File: config.mk
export PLATFORM = sky130hd
export DESIGN_NAME = ind64_bridge
export DESIGN_NICKNAME = d
export VERILOG_FILES = /design/src/rtl/ind64_pkg.sv /design/src/rtl/ind64_regwin.sv /design/src/rtl/ind64_engine.sv /design/src/rtl/ind64_errlatch.sv /design/src/rtl/ind64_bridge.sv
export SDC_FILE = /design/constraint.sdc
export NUM_CORES = 1
export LEC_CHECK = 0
export BUFFER_PORTS_ARGS = -buffer_cell sky130_fd_sc_hd__buf_4
export CORE_MARGIN = 5
export CORE_UTILIZATION = 50
export CTS_CLUSTER_SIZE = 20
export DETAILED_ROUTE_END_ITERATION = 8
export GPL_TIMING_DRIVEN = 0
export PLACE_DENSITY = 0.78
export SLEW_MARGIN = 5
export SYNTH_ARGS = -nofsm -noshare
export SYNTH_HDL_FRONTEND = slang
export SYNTH_HIERARCHICAL = 1
export SYNTH_SLANG_ARGS = --single-unit
File: constraint.sdc
create_clock -name clk -period 2.7 [get_ports clk]
set_clock_uncertainty 0.2 [all_clocks]
set_input_delay 0.54 -clock clk [delete_from_list [all_inputs] [get_ports clk]]
set_output_delay 0.54 -clock clk [all_outputs]
set_load 0.03 [all_outputs]
File: src/rtl/ind64_pkg.sv
package ind64_pkg;

    localparam int WIN_AW = 8;
    localparam int HDW    = 32;
    localparam int WDW    = 2 * HDW;

    localparam logic [WIN_AW-1:0] OFS_DHI  = 8'h00;
    localparam logic [WIN_AW-1:0] OFS_DLO  = 8'h04;
    localparam logic [WIN_AW-1:0] OFS_CMD  = 8'h08;
    localparam logic [WIN_AW-1:0] OFS_CLR  = 8'h18;
    localparam logic [WIN_AW-1:0] OFS_STAT = 8'h1C;
    localparam logic [WIN_AW-1:0] OFS_IRQ  = 8'h20;

    localparam int STAT_BUSY_BIT = 0;
    localparam int STAT_ERR_BIT  = HDW - 1;

    typedef struct packed {
        logic            is_write;
        logic [HDW-2:0]  offset;
    } cmd_t;

    typedef struct packed {
        logic            wr;
        logic [HDW-1:0]  addr;
        logic [WDW-1:0]  data;
    } remote_req_t;

    typedef enum logic {
        ENG_IDLE,
        ENG_WAIT
    } eng_state_e;

    typedef enum logic [2:0] {
        SEL_NONE,
        SEL_DHI,
        SEL_DLO,
        SEL_CMD,
        SEL_CLR,
        SEL_STAT,
        SEL_IRQ
    } win_sel_e;

    function automatic win_sel_e decode_window(input logic [WIN_AW-1:0] a);
        win_sel_e s;
        case (a)
            OFS_DHI:  s = SEL_DHI;
            OFS_DLO:  s = SEL_DLO;
            OFS_CMD:  s = SEL_CMD;
            OFS_CLR:  s = SEL_CLR;
            OFS_STAT: s = SEL_STAT;
            OFS_IRQ:  s = SEL_IRQ;
            default:  s = SEL_NONE;
        endcase
        return s;
    endfunction

    function automatic logic [HDW-1:0] far_address(input logic [HDW-1:0] base,
                                                   input logic [HDW-2:0] ofs);
        return base + {1'b0, ofs};
    endfunction

endpackage

File: src/rtl/ind64_regwin.sv
module ind64_regwin
    import ind64_pkg::*;
(
    input  logic              clk,
    input  logic              rst,
    input  logic              hst_sel,
    input  logic              hst_wr,
    input  logic [WIN_AW-1:0] hst_addr,
    input  logic [HDW-1:0]    hst_wdata,
    output logic [HDW-1:0]    hst_rdata,
    input  logic              busy,
    input  logic              err_flag,
    input  logic              ld_en,
    input  logic [WDW-1:0]    ld_data,
    output logic              cmd_fire,
    output cmd_t              cmd_word,
    output logic [WDW-1:0]    stage_data,
    output logic              clr_pulse,
    output logic              irq_en
);

    win_sel_e       sel_w;
    logic           wr_hit;
    logic           rd_hit;
    logic [HDW-1:0] dhi_q;
    logic [HDW-1:0] dlo_q;
    logic [HDW-1:0] cmd_q;
    logic           irq_en_q;
    logic [HDW-1:0] stat_w;

    assign sel_w  = decode_window(hst_addr);
    assign wr_hit = hst_sel &&  hst_wr;
    assign rd_hit = hst_sel && !hst_wr;

    // Far-side read completion loads first; a host write in the same cycle overrides it.
    always_ff @(posedge clk) begin
        if (rst) begin
            dhi_q    <= '0;
            dlo_q    <= '0;
            cmd_q    <= '0;
            irq_en_q <= 1'b0;
        end else begin
            if (ld_en) begin
                dhi_q <= ld_data[WDW-1:HDW];
                dlo_q <= ld_data[HDW-1:0];
            end
            if (wr_hit && sel_w == SEL_DHI) dhi_q    <= hst_wdata;
            if (wr_hit && sel_w == SEL_DLO) dlo_q    <= hst_wdata;
            if (wr_hit && sel_w == SEL_CMD) cmd_q    <= hst_wdata;
            if (wr_hit && sel_w == SEL_IRQ) irq_en_q <= hst_wdata[0];
        end
    end

    always_comb begin
        stat_w                = '0;
        stat_w[STAT_BUSY_BIT] = busy;
        stat_w[STAT_ERR_BIT]  = err_flag;
    end

    always_comb begin
        hst_rdata = '0;
        if (rd_hit) begin
            case (sel_w)
                SEL_DHI:  hst_rdata = dhi_q;
                SEL_DLO:  hst_rdata = dlo_q;
                SEL_CMD:  hst_rdata = cmd_q;
                SEL_STAT: hst_rdata = stat_w;
                SEL_IRQ:  hst_rdata = {{(HDW-1){1'b0}}, irq_en_q};
                default:  hst_rdata = '0;
            endcase
        end
    end

    assign cmd_fire   = wr_hit && (sel_w == SEL_CMD);
    assign cmd_word   = cmd_t'(hst_wdata);
    assign stage_data = {dhi_q, dlo_q};
    assign clr_pulse  = wr_hit && (sel_w == SEL_CLR);
    assign irq_en     = irq_en_q;

endmodule

File: src/rtl/ind64_engine.sv
module ind64_engine
    import ind64_pkg::*;
#(
    parameter logic [31:0] BASE_ADDR   = 32'h0007_0000,
    parameter int          TIMEOUT_CYC = 64
) (
    input  logic           clk,
    input  logic           rst,
    input  logic           cmd_fire,
    input  cmd_t           cmd_word,
    input  logic [WDW-1:0] stage_data,
    output logic           busy,
    output logic           rmt_req,
    output logic           rmt_wr,
    output logic [HDW-1:0] rmt_addr,
    output logic [WDW-1:0] rmt_wdata,
    input  logic           rmt_ack,
    input  logic           rmt_err,
    input  logic [WDW-1:0] rmt_rdata,
    output logic           ld_en,
    output logic [WDW-1:0] ld_data,
    output logic           ev_fault,
    output logic           ev_drop
);

    localparam int CNT_W = $clog2(TIMEOUT_CYC + 1);
    localparam logic [CNT_W-1:0] CNT_LAST = CNT_W'(TIMEOUT_CYC - 1);

    eng_state_e  state_q;
    remote_req_t req_q;
    logic [CNT_W-1:0] wait_cnt_q;
    logic        in_wait;
    logic        accept;
    logic        done_ok;
    logic        done_bad;
    logic        expire;

    assign in_wait  = (state_q == ENG_WAIT);
    assign accept   = cmd_fire && !in_wait;
    assign done_ok  = in_wait &&  rmt_ack && !rmt_err;
    assign done_bad = in_wait &&  rmt_ack &&  rmt_err;
    assign expire   = in_wait && !rmt_ack && (wait_cnt_q == CNT_LAST);

    always_ff @(posedge clk) begin
        if (rst) begin
            state_q    <= ENG_IDLE;
            req_q      <= '0;
            wait_cnt_q <= '0;
        end else begin
            case (state_q)
                ENG_IDLE: begin
                    if (accept) begin
                        state_q    <= ENG_WAIT;
                        req_q      <= '{wr:   cmd_word.is_write,
                                        addr: far_address(BASE_ADDR, cmd_word.offset),
                                        data: stage_data};
                        wait_cnt_q <= '0;
                    end
                end
                ENG_WAIT: begin
                    if (rmt_ack || expire) begin
                        state_q <= ENG_IDLE;
                    end else begin
                        wait_cnt_q <= wait_cnt_q + 1'b1;
                    end
                end
                default: state_q <= ENG_IDLE;
            endcase
        end
    end

    assign busy      = in_wait;
    assign rmt_req   = in_wait;
    assign rmt_wr    = req_q.wr;
    assign rmt_addr  = req_q.addr;
    assign rmt_wdata = req_q.data;

    assign ld_en    = done_ok && !req_q.wr;
    assign ld_data  = rmt_rdata;
    assign ev_fault = done_bad || expire;
    assign ev_drop  = cmd_fire && in_wait;

endmodule

File: src/rtl/ind64_errlatch.sv
module ind64_errlatch (
    input  logic clk,
    input  logic rst,
    input  logic set_fault,
    input  logic set_drop,
    input  logic clr,
    output logic err_flag
);

    logic err_q;

    // Setting takes priority over clearing.
    always_ff @(posedge clk) begin
        if (rst) begin
            err_q <= 1'b0;
        end else if (set_fault || set_drop) begin
            err_q <= 1'b1;
        end else if (clr) begin
            err_q <= 1'b0;
        end
    end

    assign err_flag = err_q;

endmodule

File: src/rtl/ind64_bridge.sv
module ind64_bridge
    import ind64_pkg::*;
#(
    parameter logic [31:0] BASE_ADDR   = 32'h0007_0000,
    parameter int          TIMEOUT_CYC = 64
) (
    input  logic        clk,
    input  logic        rst,
    input  logic        hst_sel,
    input  logic        hst_wr,
    input  logic [7:0]  hst_addr,
    input  logic [31:0] hst_wdata,
    output logic [31:0] hst_rdata,
    output logic        rmt_req,
    output logic        rmt_wr,
    output logic [31:0] rmt_addr,
    output logic [63:0] rmt_wdata,
    input  logic        rmt_ack,
    input  logic        rmt_err,
    input  logic [63:0] rmt_rdata,
    output logic        irq
);

    logic           busy;
    logic           err_flag;
    logic           ld_en;
    logic [WDW-1:0] ld_data;
    logic           cmd_fire;
    cmd_t           cmd_word;
    logic [WDW-1:0] stage_data;
    logic           clr_pulse;
    logic           irq_en;
    logic           ev_fault;
    logic           ev_drop;

    ind64_regwin u_win (
        .clk        (clk),
        .rst        (rst),
        .hst_sel    (hst_sel),
        .hst_wr     (hst_wr),
        .hst_addr   (hst_addr),
        .hst_wdata  (hst_wdata),
        .hst_rdata  (hst_rdata),
        .busy       (busy),
        .err_flag   (err_flag),
        .ld_en      (ld_en),
        .ld_data    (ld_data),
        .cmd_fire   (cmd_fire),
        .cmd_word   (cmd_word),
        .stage_data (stage_data),
        .clr_pulse  (clr_pulse),
        .irq_en     (irq_en)
    );

    ind64_engine #(
        .BASE_ADDR   (BASE_ADDR),
        .TIMEOUT_CYC (TIMEOUT_CYC)
    ) u_eng (
        .clk        (clk),
        .rst        (rst),
        .cmd_fire   (cmd_fire),
        .cmd_word   (cmd_word),
        .stage_data (stage_data),
        .busy       (busy),
        .rmt_req    (rmt_req),
        .rmt_wr     (rmt_wr),
        .rmt_addr   (rmt_addr),
        .rmt_wdata  (rmt_wdata),
        .rmt_ack    (rmt_ack),
        .rmt_err    (rmt_err),
        .rmt_rdata  (rmt_rdata),
        .ld_en      (ld_en),
        .ld_data    (ld_data),
        .ev_fault   (ev_fault),
        .ev_drop    (ev_drop)
    );

    ind64_errlatch u_err (
        .clk       (clk),
        .rst       (rst),
        .set_fault (ev_fault),
        .set_drop  (ev_drop),
        .clr       (clr_pulse),
        .err_flag  (err_flag)
    );

    assign irq = err_flag && irq_en;

endmodule

==> qor.csv, run 1 <==
metric;value;unit
final slew viol count;0;
Synth Net Count;1268;
overall power;6.42;mW
layout cells sized above 1;35.6;%
CTS buffer count;22;
grt total ovfl;0;
post-layout util;63.5;%
hold_ws;0.0384;ns
failing checks;negative setup slack;
largest net degree at the start of global routing;13;
final setup violation count;3;
Final Cycle Share;103;%
Initial Util;50.7;%
EDFF count, synth;0;
row cnt;53;
setup slack after layout;-0.0738;ns
Yosys cell types;54;
number of max-cap violations;0;
post-synthesis sequential area ratio;38.1;%
pre-CTS setup slack;-0.913;ns
unrepaired setup endpoints after global routing;true;
H-tree Lvls;1;
first-pass GRT wire length;50000;µm
cells along the critical path;buf_6 -> nor4_4 -> buf_4 -> nand3b_1 -> nor4_4 -> buf_4;
Setup TNS;-0.144;ns
placed insts;1606;
Pwr Density;481;mW/mm²
crit path from;hst_addr[7];
Worst Hold Launch;rst;
Ys Warns;6;
Final min period;2.77;ns
Top FF cell, synth;dfxtp_1;
fraction of registers with async set/reset;0;%
Synth Cell Area;0.0107;mm²
Mapped Avg Cell Area;9.22;µm²
Fmax achieved;0.361;GHz
worst rel slew slack;42.0;%
gpl congestion;0.931;
via/cell ratio;5.41;
total leakage power;5.67;nW
initial antenna violation count;0;
final antenna-violating net count;0;
die outline width;156;µm
status;finished, violations left;
Die H;156;µm
TritonCTS clock tree;done;
layout net count;1474;
Slew @ Worst Pin;0.870;ns
Seq cells post-synth;203;
port buffer count;175;
core area;0.0210;mm²
Non-Filler Instances;1647;
vias in the first global route;8880;
RR Startpoint;u_eng/busy;
antenna cells;0;
DP Area;0.0124;mm²
CP max stage cell;nor4_4;
Reg clk slew, reported paths;0.06;ns
Hold Vio Cnt, Final;0;
fin area;0.0134;mm²
I/O Pins;241;
VDD IR max;0.471;mV
1st-pass router iterations;5;
CP required;1.96;ns
CTS max path bufs;3;
clk_lat worst skew;0.51;ns
synthesis-to-layout area growth;25.3;%
routed len/inst;20.4;µm
post-synthesis cell count;1156;
total routed wirelength;33600;µm
Die ar.;0.0243;mm²
GRT Overall Usage;26.2;%
Crit Path Class;input port to output pin;
CP Launch Type;input port;
DR iter-0 viols;523;
vias after detailed routing;8918;
Max FO, Critical Path;4;
root buffer cell;clkbuf_16;
Sink Count;203;
crit path DAT;2.03;ns
Max stage delay on crit path;0.38;ns
Detail Placement HPWL;24900;µm
Hold Path Class;input port to flop;
nature of the critical path endpoint;output pin;
DR DRC count;0;
## critical path, delay by kind of cell
kind,cells,cell delay (ns)
AND/OR/NAND/NOR,3,0.96
buffers and inverters,3,0.53
## routing by layer
layer  vias up  GRT usage, %  routed length [µm]
li1       4214             -                   -
met1      4288          34.0               14000
met2       361          44.4               16000
met3        55          5.60                2850
met4         0          7.00                 762
met5         -             0                   0
## layout make-up
cell class,count,area (µm²)
buffer,182,1240
fill,1827,7670
inverter,5,18.8
multi-input combinational,766,5570
timing repair buffer,182,1410
clock inverter,4,45.0
sequential,203,4070
tap,275,344
clock buffer,30,652
## state kept, by name, indices dropped and copies added, names as in the netlist
signal,count
u_err/err_flag,1
u_win/dhi_q,32
u_eng/rmt_wr,1
u_win/cmd_q,32
u_win/irq_en,1
u_eng/rmt_wdata,64
u_win/dlo_q,32
u_eng/rmt_addr,32
u_eng/busy,1
u_eng/wait_cnt_q,7
## synth_stat cells (all sizes together) (7+ instances only)
cell / instances / area (µm²)
mux2i: 98 / 981
nor2b: 67 / 419
clkbuf: 49 / 184
nand2b: 7 / 43.8
a211oi: 13 / 113
a2bb2oi: 30 / 263
nor2: 114 / 428
dfxtp: 203 / 4060
a21oi: 85 / 425
buf: 133 / 957
nand2: 173 / 649
mux2: 94 / 1380
## where the power goes
part / internal (mW) / leakage [nW] / switching, mW / total (mW)
Combinational: 0.220 / 3.69 / 0.249 / 0.469
Clock: 1.76 / 0.348 / 1.19 / 2.95
Sequential: 3.00 / 1.64 / 0.00110 / 3.00
## placed cells by master (no fill, tap or decap), types with 27 or more instances in the layout
| cell | netlist | routed |
|---|---|---|
| buf_4 | 97 | 272 |
| dfxtp_1 | 203 | 201 |
| nand2_1 | 173 | 173 |
| nor2_1 | 114 | 104 |
| mux2i_1 | 98 | 98 |
| mux2_4 | 86 | 86 |
| a21oi_1 | 85 | 85 |
| nor2b_1 | 67 | 67 |
| clkbuf_1 | 49 | 33 |
| a2bb2oi_1 | 30 | 27 |
## timing repair
action / CTS / global route
pin swaps: 6 / 3
hold buffers: 0 / 0
resized for setup: 38 / 34
endpoints found under the setup margin: 135 / 145
setup buffers: 6 / 1
hold endpoints to repair: 0 / 0
## cells by family (layout without fill, tap and decap cells)
logic type      count (synthesis)  count (layout)  synth area share [%]
compound gates                148             148                  8.87
xor+xnor                       10              10                 0.822
fa+ha+maj                       3               3                 0.329
buf+inv                       187             403                  10.9
flops                         203             203                  38.1
mux                           192             192                  22.2
simple gates                  413             413                  18.8
## worst paths after layout
kind,endpoint,slack (ns),depth (start not counted)
setup / recovery,hst_rdata[30],-0.07,6
setup reg to reg,u_win/dhi_q[19],0.13,6
hold / removal,u_err/err_flag,0.04,2
hold reg to reg,u_eng/rmt_wdata[35],0.25,2
Power figures use the tool's default switching activity.
==> inputs of run 2 (changes only) <==
--- a/config.mk
+++ b/config.mk
@@ -5,13 +5,14 @@
 export SDC_FILE = /design/constraint.sdc
 export NUM_CORES = 1
 export LEC_CHECK = 0
+export ABC_AREA = 1
 export BUFFER_PORTS_ARGS = -buffer_cell sky130_fd_sc_hd__buf_4
 export CORE_MARGIN = 5
-export CORE_UTILIZATION = 50
+export CORE_UTILIZATION = 49
 export CTS_CLUSTER_SIZE = 20
 export DETAILED_ROUTE_END_ITERATION = 8
 export GPL_TIMING_DRIVEN = 0
-export PLACE_DENSITY = 0.78
+export PLACE_DENSITY = 0.77
 export SLEW_MARGIN = 5
 export SYNTH_ARGS = -nofsm -noshare
 export SYNTH_HDL_FRONTEND = slang
==> run 2 against run 1 <==
  * The run now ends clean
  * Combinational power down 16%
  * Non-clock buffer count shrank 2
  * Clock-buffer cell count up 2
  * Worst hold slack improved by 0.012 ns
  * Fmax up 3.4%
  * Sequential share of layout area rose by 2.1 points
  * Critical path type unchanged
  * Critical endpoint is now hst_rdata[12]
  * Largest power group unchanged
==> qor.csv, run 2 <==
metric;value;unit
status;complete, no violations;
post-synthesis cell count;1343;
port buffer count;176;
vias in the first global route;9259;
largest cells by area after synthesis;dfxtp_1 41%, nand2_1 15%, buf_4 7.6%;
Die H;152;µm
synthesis-to-layout area growth;26.9;%
unrepaired setup endpoints after global routing;true;
post-synth top area share;41.3;%
vias after detailed routing;9682;
die outline width;152;µm
post-synthesis sequential area ratio;41.3;%
final slew viol count;0;
Max FO, Critical Path;3;
Seq cells post-synth;203;
Final min period;2.68;ns
area leader, netlist;dfxtp_1;
Fmax achieved;0.373;GHz
Hold Path Class;input port to flop;
EDFF count, synth;0;
final antenna-violating net count;0;
Synth Net Count;1455;
Yosys cell types;36;
gpl congestion;0.873;
Reg2Reg Capture Point;u_win/dhi_q[19];
fraction of registers with async set/reset;0;%
CTS buffer count;22;
row cnt;51;
antenna cells;0;
Die ar.;0.0230;mm²
CP required;1.96;ns
final setup violation count;0;
clk_lat worst skew;0.50;ns
Ys Warns;6;
Hold Vio Cnt, Final;0;
DR DRC count;0;
I/O Pins;241;
first-pass GRT wire length;49200;µm
root buffer cell;clkbuf_16;
initial antenna violation count;0;
fin area;0.0125;mm²
DR iter-0 viols;744;
total leakage power;5.71;nW
largest net degree at the start of global routing;14;
1st-pass router iterations;5;
nature of the critical path endpoint;output pin;
Sink Count;203;
total routed wirelength;32800;µm
most instantiated cells after synthesis;388 x nand2_1, 203 x dfxtp_1, 138 x nor2_1;
Layout fillers;1765;
Synth Cell Area;0.00983;mm²
Reg2Reg Depth;8;
most frequent cells in the layout;387 x nand2_1, 280 x buf_4, 203 x dfxtp_1;
crit path DAT;1.94;ns
top-count cell post-synth;nand2_1;
grt total ovfl;0;
Hold Path Depth;2;
hold_ws;0.0505;ns
commonest non-fill, non-tap cell in the layout;nand2_1;
Reg2Reg Setup Slack;0.12;ns
worst rel slew slack;46.2;%
CP Launch Type;input port;
Pwr Density;506;mW/mm²
CTS max path bufs;3;
H-tree Lvls;1;
layout net count;1669;
routed len/inst;17.8;µm
GRT Overall Usage;27.3;%
via/cell ratio;5.27;
Top FF cell, synth;dfxtp_1;
Detail Placement HPWL;23900;µm
crit path from;hst_addr[7];
Slew @ Worst Pin;0.807;ns
number of max-cap violations;0;
post-layout util;63.7;%
Setup TNS;0;ns
Reg clk slew, reported paths;0.06;ns
TritonCTS clock tree;done;
Crit Path Class;input port to output pin;
core area;0.0196;mm²
RR Startpoint;u_eng/busy;
layout cells sized above 1;26.2;%
Mapped Avg Cell Area;7.32;µm²
crit path to;hst_rdata[12];
VDD IR max;0.349;mV
overall power;6.32;mW
max reg flops;64;
Final Cycle Share;99.3;%
DP Area;0.0115;mm²
Initial Util;50.2;%
run 2: cells by family (layout without fill, tap and decap cells):
| kind of cell | count (synthesis) | after routing | synth area share, % |
|---|---|---|---|
| buffers and inverters | 278 | 507 | 16.2 |
| adders and majority gates | 2 | 2 | 0.254 |
| xor gates and xnor gates | 2 | 2 | 0.178 |
| and+or+nand+nor | 577 | 577 | 23.6 |
| DFF | 203 | 203 | 41.3 |
| AOI/OAI and AO/OA | 281 | 281 | 18.5 |
run 2: through the flow:
stage	cells	setup WS [ns]
detailed placement	1784	-0.322
CTS	1830	-0.0263
finish	1837	0.0180
global route	1837	-0.0254
global placement	1784	-0.331
floorplan	1343	0.151
run 2: worst min-delay path by stage:
stage | startpoint | to
global placement | u_eng/wait_cnt_q[6] | u_eng/wait_cnt_q[6]
floorplan | u_eng/wait_cnt_q[6] | u_eng/wait_cnt_q[6]
detailed placement | u_eng/wait_cnt_q[6] | u_eng/wait_cnt_q[6]
CTS | rst | u_err/err_flag
finish | rst | u_err/err_flag
global route | rst | u_err/err_flag
run 2: critical path, stage by stage:
cell	delay [ns]
buf_6	0.10
nor2_4	0.14
buf_4	0.13
nand3_1	0.06
o21ai_1	0.26
o21ai_1	0.24
a31oi_2	0.26
buf_4	0.21
run 2: what timing repair did:
action,4_1_cts,5_1_grt
endpoints found under the setup margin,32,41
gates cloned,0,1
hold buffers,0,0
pin swaps,5,7
setup buffers,7,6
resized for setup,23,29
run 2: final cells by class:
class / instances / area, µm² / area share, %
Buffer: 172 / 1270 / 10.1
Clock buffer: 32 / 639 / 5.12
Clock inverter: 7 / 60.1 / 0.481
Inverter: 106 / 408 / 3.27
Multi-Input combinational cell: 862 / 4220 / 33.8
Sequential cell: 203 / 4060 / 32.6
Tap cell: 265 / 332 / 2.66
Timing Repair Buffer: 190 / 1490 / 11.9
run 2: where the power goes:
| group | switching, mW | total, mW | leakage (nW) | internal [mW] |
|---|---|---|---|---|
| logic | 0.212 | 0.394 | 3.73 | 0.181 |
| registers | 0.00123 | 3.00 | 1.63 | 3.00 |
| clock network | 1.19 | 2.93 | 0.350 | 1.73 |
| total | 1.41 | 6.32 | 5.71 | 4.91 |
run 2: per-layer routing:
layer | share of wire, % | vias up | wire [µm] | global-route usage [%]
li1 | - | 4691 | - | -
met1 | 40 | 4442 | 13200 | 34.8
met2 | 46 | 476 | 15100 | 45.0
met3 | 10 | 73 | 3320 | 6.75
met4 | 3.5 | 0 | 1140 | 9.93
met5 | 0 | - | 0 | 0
==> inputs of run 3 (changes only) <==
--- a/config.mk
+++ b/config.mk
@@ -8,11 +8,11 @@
 export ABC_AREA = 1
 export BUFFER_PORTS_ARGS = -buffer_cell sky130_fd_sc_hd__buf_4
 export CORE_MARGIN = 5
-export CORE_UTILIZATION = 49
+export CORE_UTILIZATION = 45
 export CTS_CLUSTER_SIZE = 20
 export DETAILED_ROUTE_END_ITERATION = 8
 export GPL_TIMING_DRIVEN = 0
-export PLACE_DENSITY = 0.77
+export PLACE_DENSITY = 0.72
 export SLEW_MARGIN = 5
 export SYNTH_ARGS = -nofsm -noshare
 export SYNTH_HDL_FRONTEND = slang
==> run 3 against run 2 <==
  * Worst hold slack better by 0.066 ns
  * Fmax up 1.8%
  * Utilization is 5.0 points lower
  * Highest routed layer is now met5
==> qor.csv, run 3 (synthesis results as in run 2) <==
metric;value;unit
status;complete, no violations;
commonest non-fill, non-tap cell in the layout;nand2_1;
total leakage power;5.82;nW
VDD IR max;0.377;mV
1st-pass router iterations;6;
vias after detailed routing;9641;
synthesis-to-layout area growth;29.6;%
via/cell ratio;5.19;
FF+latch area;0.00406;mm²
die outline width;158;µm
CTS max path bufs;3;
routed len/inst;18.3;µm
CP required;1.96;ns
Die ar.;0.0249;mm²
clk_lat worst skew;0.51;ns
final slew viol count;0;
layout net count;1674;
Initial Util;45.3;%
max reg flops;64;
Layout fillers;2045;
initial antenna violation count;1;
Non-Filler Instances;1856;
antenna cells;0;
Slew @ Worst Pin;0.842;ns
TritonCTS clock tree;done;
crit path DAT;1.90;ns
nature of the critical path endpoint;output pin;
root buffer cell;clkbuf_16;
row cnt;54;
Crit Path Class;input port to output pin;
grt total ovfl;0;
Final Cycle Share;97.6;%
DR iter-0 viols;734;
DR DRC count;0;
area of the multi-input gates;0.00426;mm²
core area;0.0217;mm²
I/O Pins;241;
number of max-cap violations;0;
Reg clk slew, reported paths;0.06;ns
post-layout util;58.7;%
Final min period;2.64;ns
largest net degree at the start of global routing;13;
Die H;158;µm
Max FO, Critical Path;7;
CTS buffer count;24;
Hold Path Class;input port to flop;
Fmax achieved;0.379;GHz
final setup violation count;0;
vias in the first global route;9324;
layout cells sized above 1;27.0;%
gpl congestion;0.894;
Hold Vio Cnt, Final;0;
Pwr Density;524;mW/mm²
CP Launch Type;input port;
Detail Placement HPWL;24600;µm
first-pass GRT wire length;50900;µm
worst rel slew slack;43.9;%
final antenna-violating net count;0;
port buffer count;176;
most frequent cells in the layout;385 x nand2_1, 280 x buf_4, 203 x dfxtp_1;
unrepaired setup endpoints after global routing;true;
placed insts;1799;
H-tree Lvls;1;
GRT Overall Usage;26.0;%
Sink Count;203;
total routed wirelength;34000;µm
==> run 3: area by class of cell <==
class	count	share of cell area (%)
multi-input combinational	862	33.5
tap	280	2.75
timing repair buffer	193	12.3
inverter	106	3.22
clock buffer	34	5.65
sequential	203	31.9
clock inverter	6	0.658
buffer	172	10.1
==> run 3: critical path, cell delays in order <==
cell and delay [ns]:
buf_6 0.10, nor2_4 0.17, nand2_4 0.09, nor2_4 0.16, inv_4 0.06, buf_12 0.14
buf_12 0.13, o211ai_1 0.16, nand2_1 0.11, inv_1 0.09, buf_6 0.13
==> run 3: layer usage <==
metal / part of all wire (%) / track usage [%] / up-vias
met5: 0.035 / 0 / -
met2: 48 / 44.5 / 434
met1: 40 / 33.1 / 4455
met3: 9.5 / 6.04 / 62
met4: 2.4 / 6.80 / 2
li1: - / - / 4688
==> run 3: power by group <==
part	leakage, nW	switching (mW)	internal, mW	total, mW
clock network	0.399	1.25	2.03	3.28
registers	1.63	0.00123	3.00	3.00
logic	3.78	0.215	0.182	0.397
total	5.82	1.47	5.21	6.67
==> run 3: final timing paths <==
check / startpoint / endpoint / slack, ns / cells past startpoint
max: hst_addr[6] / hst_rdata[22] / 0.06 / 11
min: hst_wdata[31] / u_win/cmd_q[31] / 0.12 / 3
max reg2reg: u_eng/busy / u_win/dhi_q[10] / 0.12 / 8
min reg2reg: u_eng/wait_cnt_q[6] / u_eng/wait_cnt_q[6] / 0.25 / 2
==> run 3: through the flow <==
step           hold slack, ns  power, mW  TNS [ns]  cell area, µm²  setup slack, ns
2_1_floorplan           0.221       3.28         0            9830            0.151
3_3_place_gp            0.233       3.44    -16.87           11500           -0.343
3_5_place_dp            0.240       3.44    -20.00           11500           -0.355
4_1_cts                0.0976       6.71   -0.0413           12500          -0.0211
5_1_grt                 0.104       6.89    -0.194           12700          -0.0495
6_report                0.116       6.67         0           12700           0.0643
==> run 3: repair_timing <==
action                                  in CTS  in global routing
cloned                                       1                  3
endpoints found under the hold margin        1                  0
hold buffers                                 1                  0
pin swaps                                    6                  9
setup buffers                                5                  7
gates resized for setup                     34                 41
endpoints found under the setup margin      32                 76
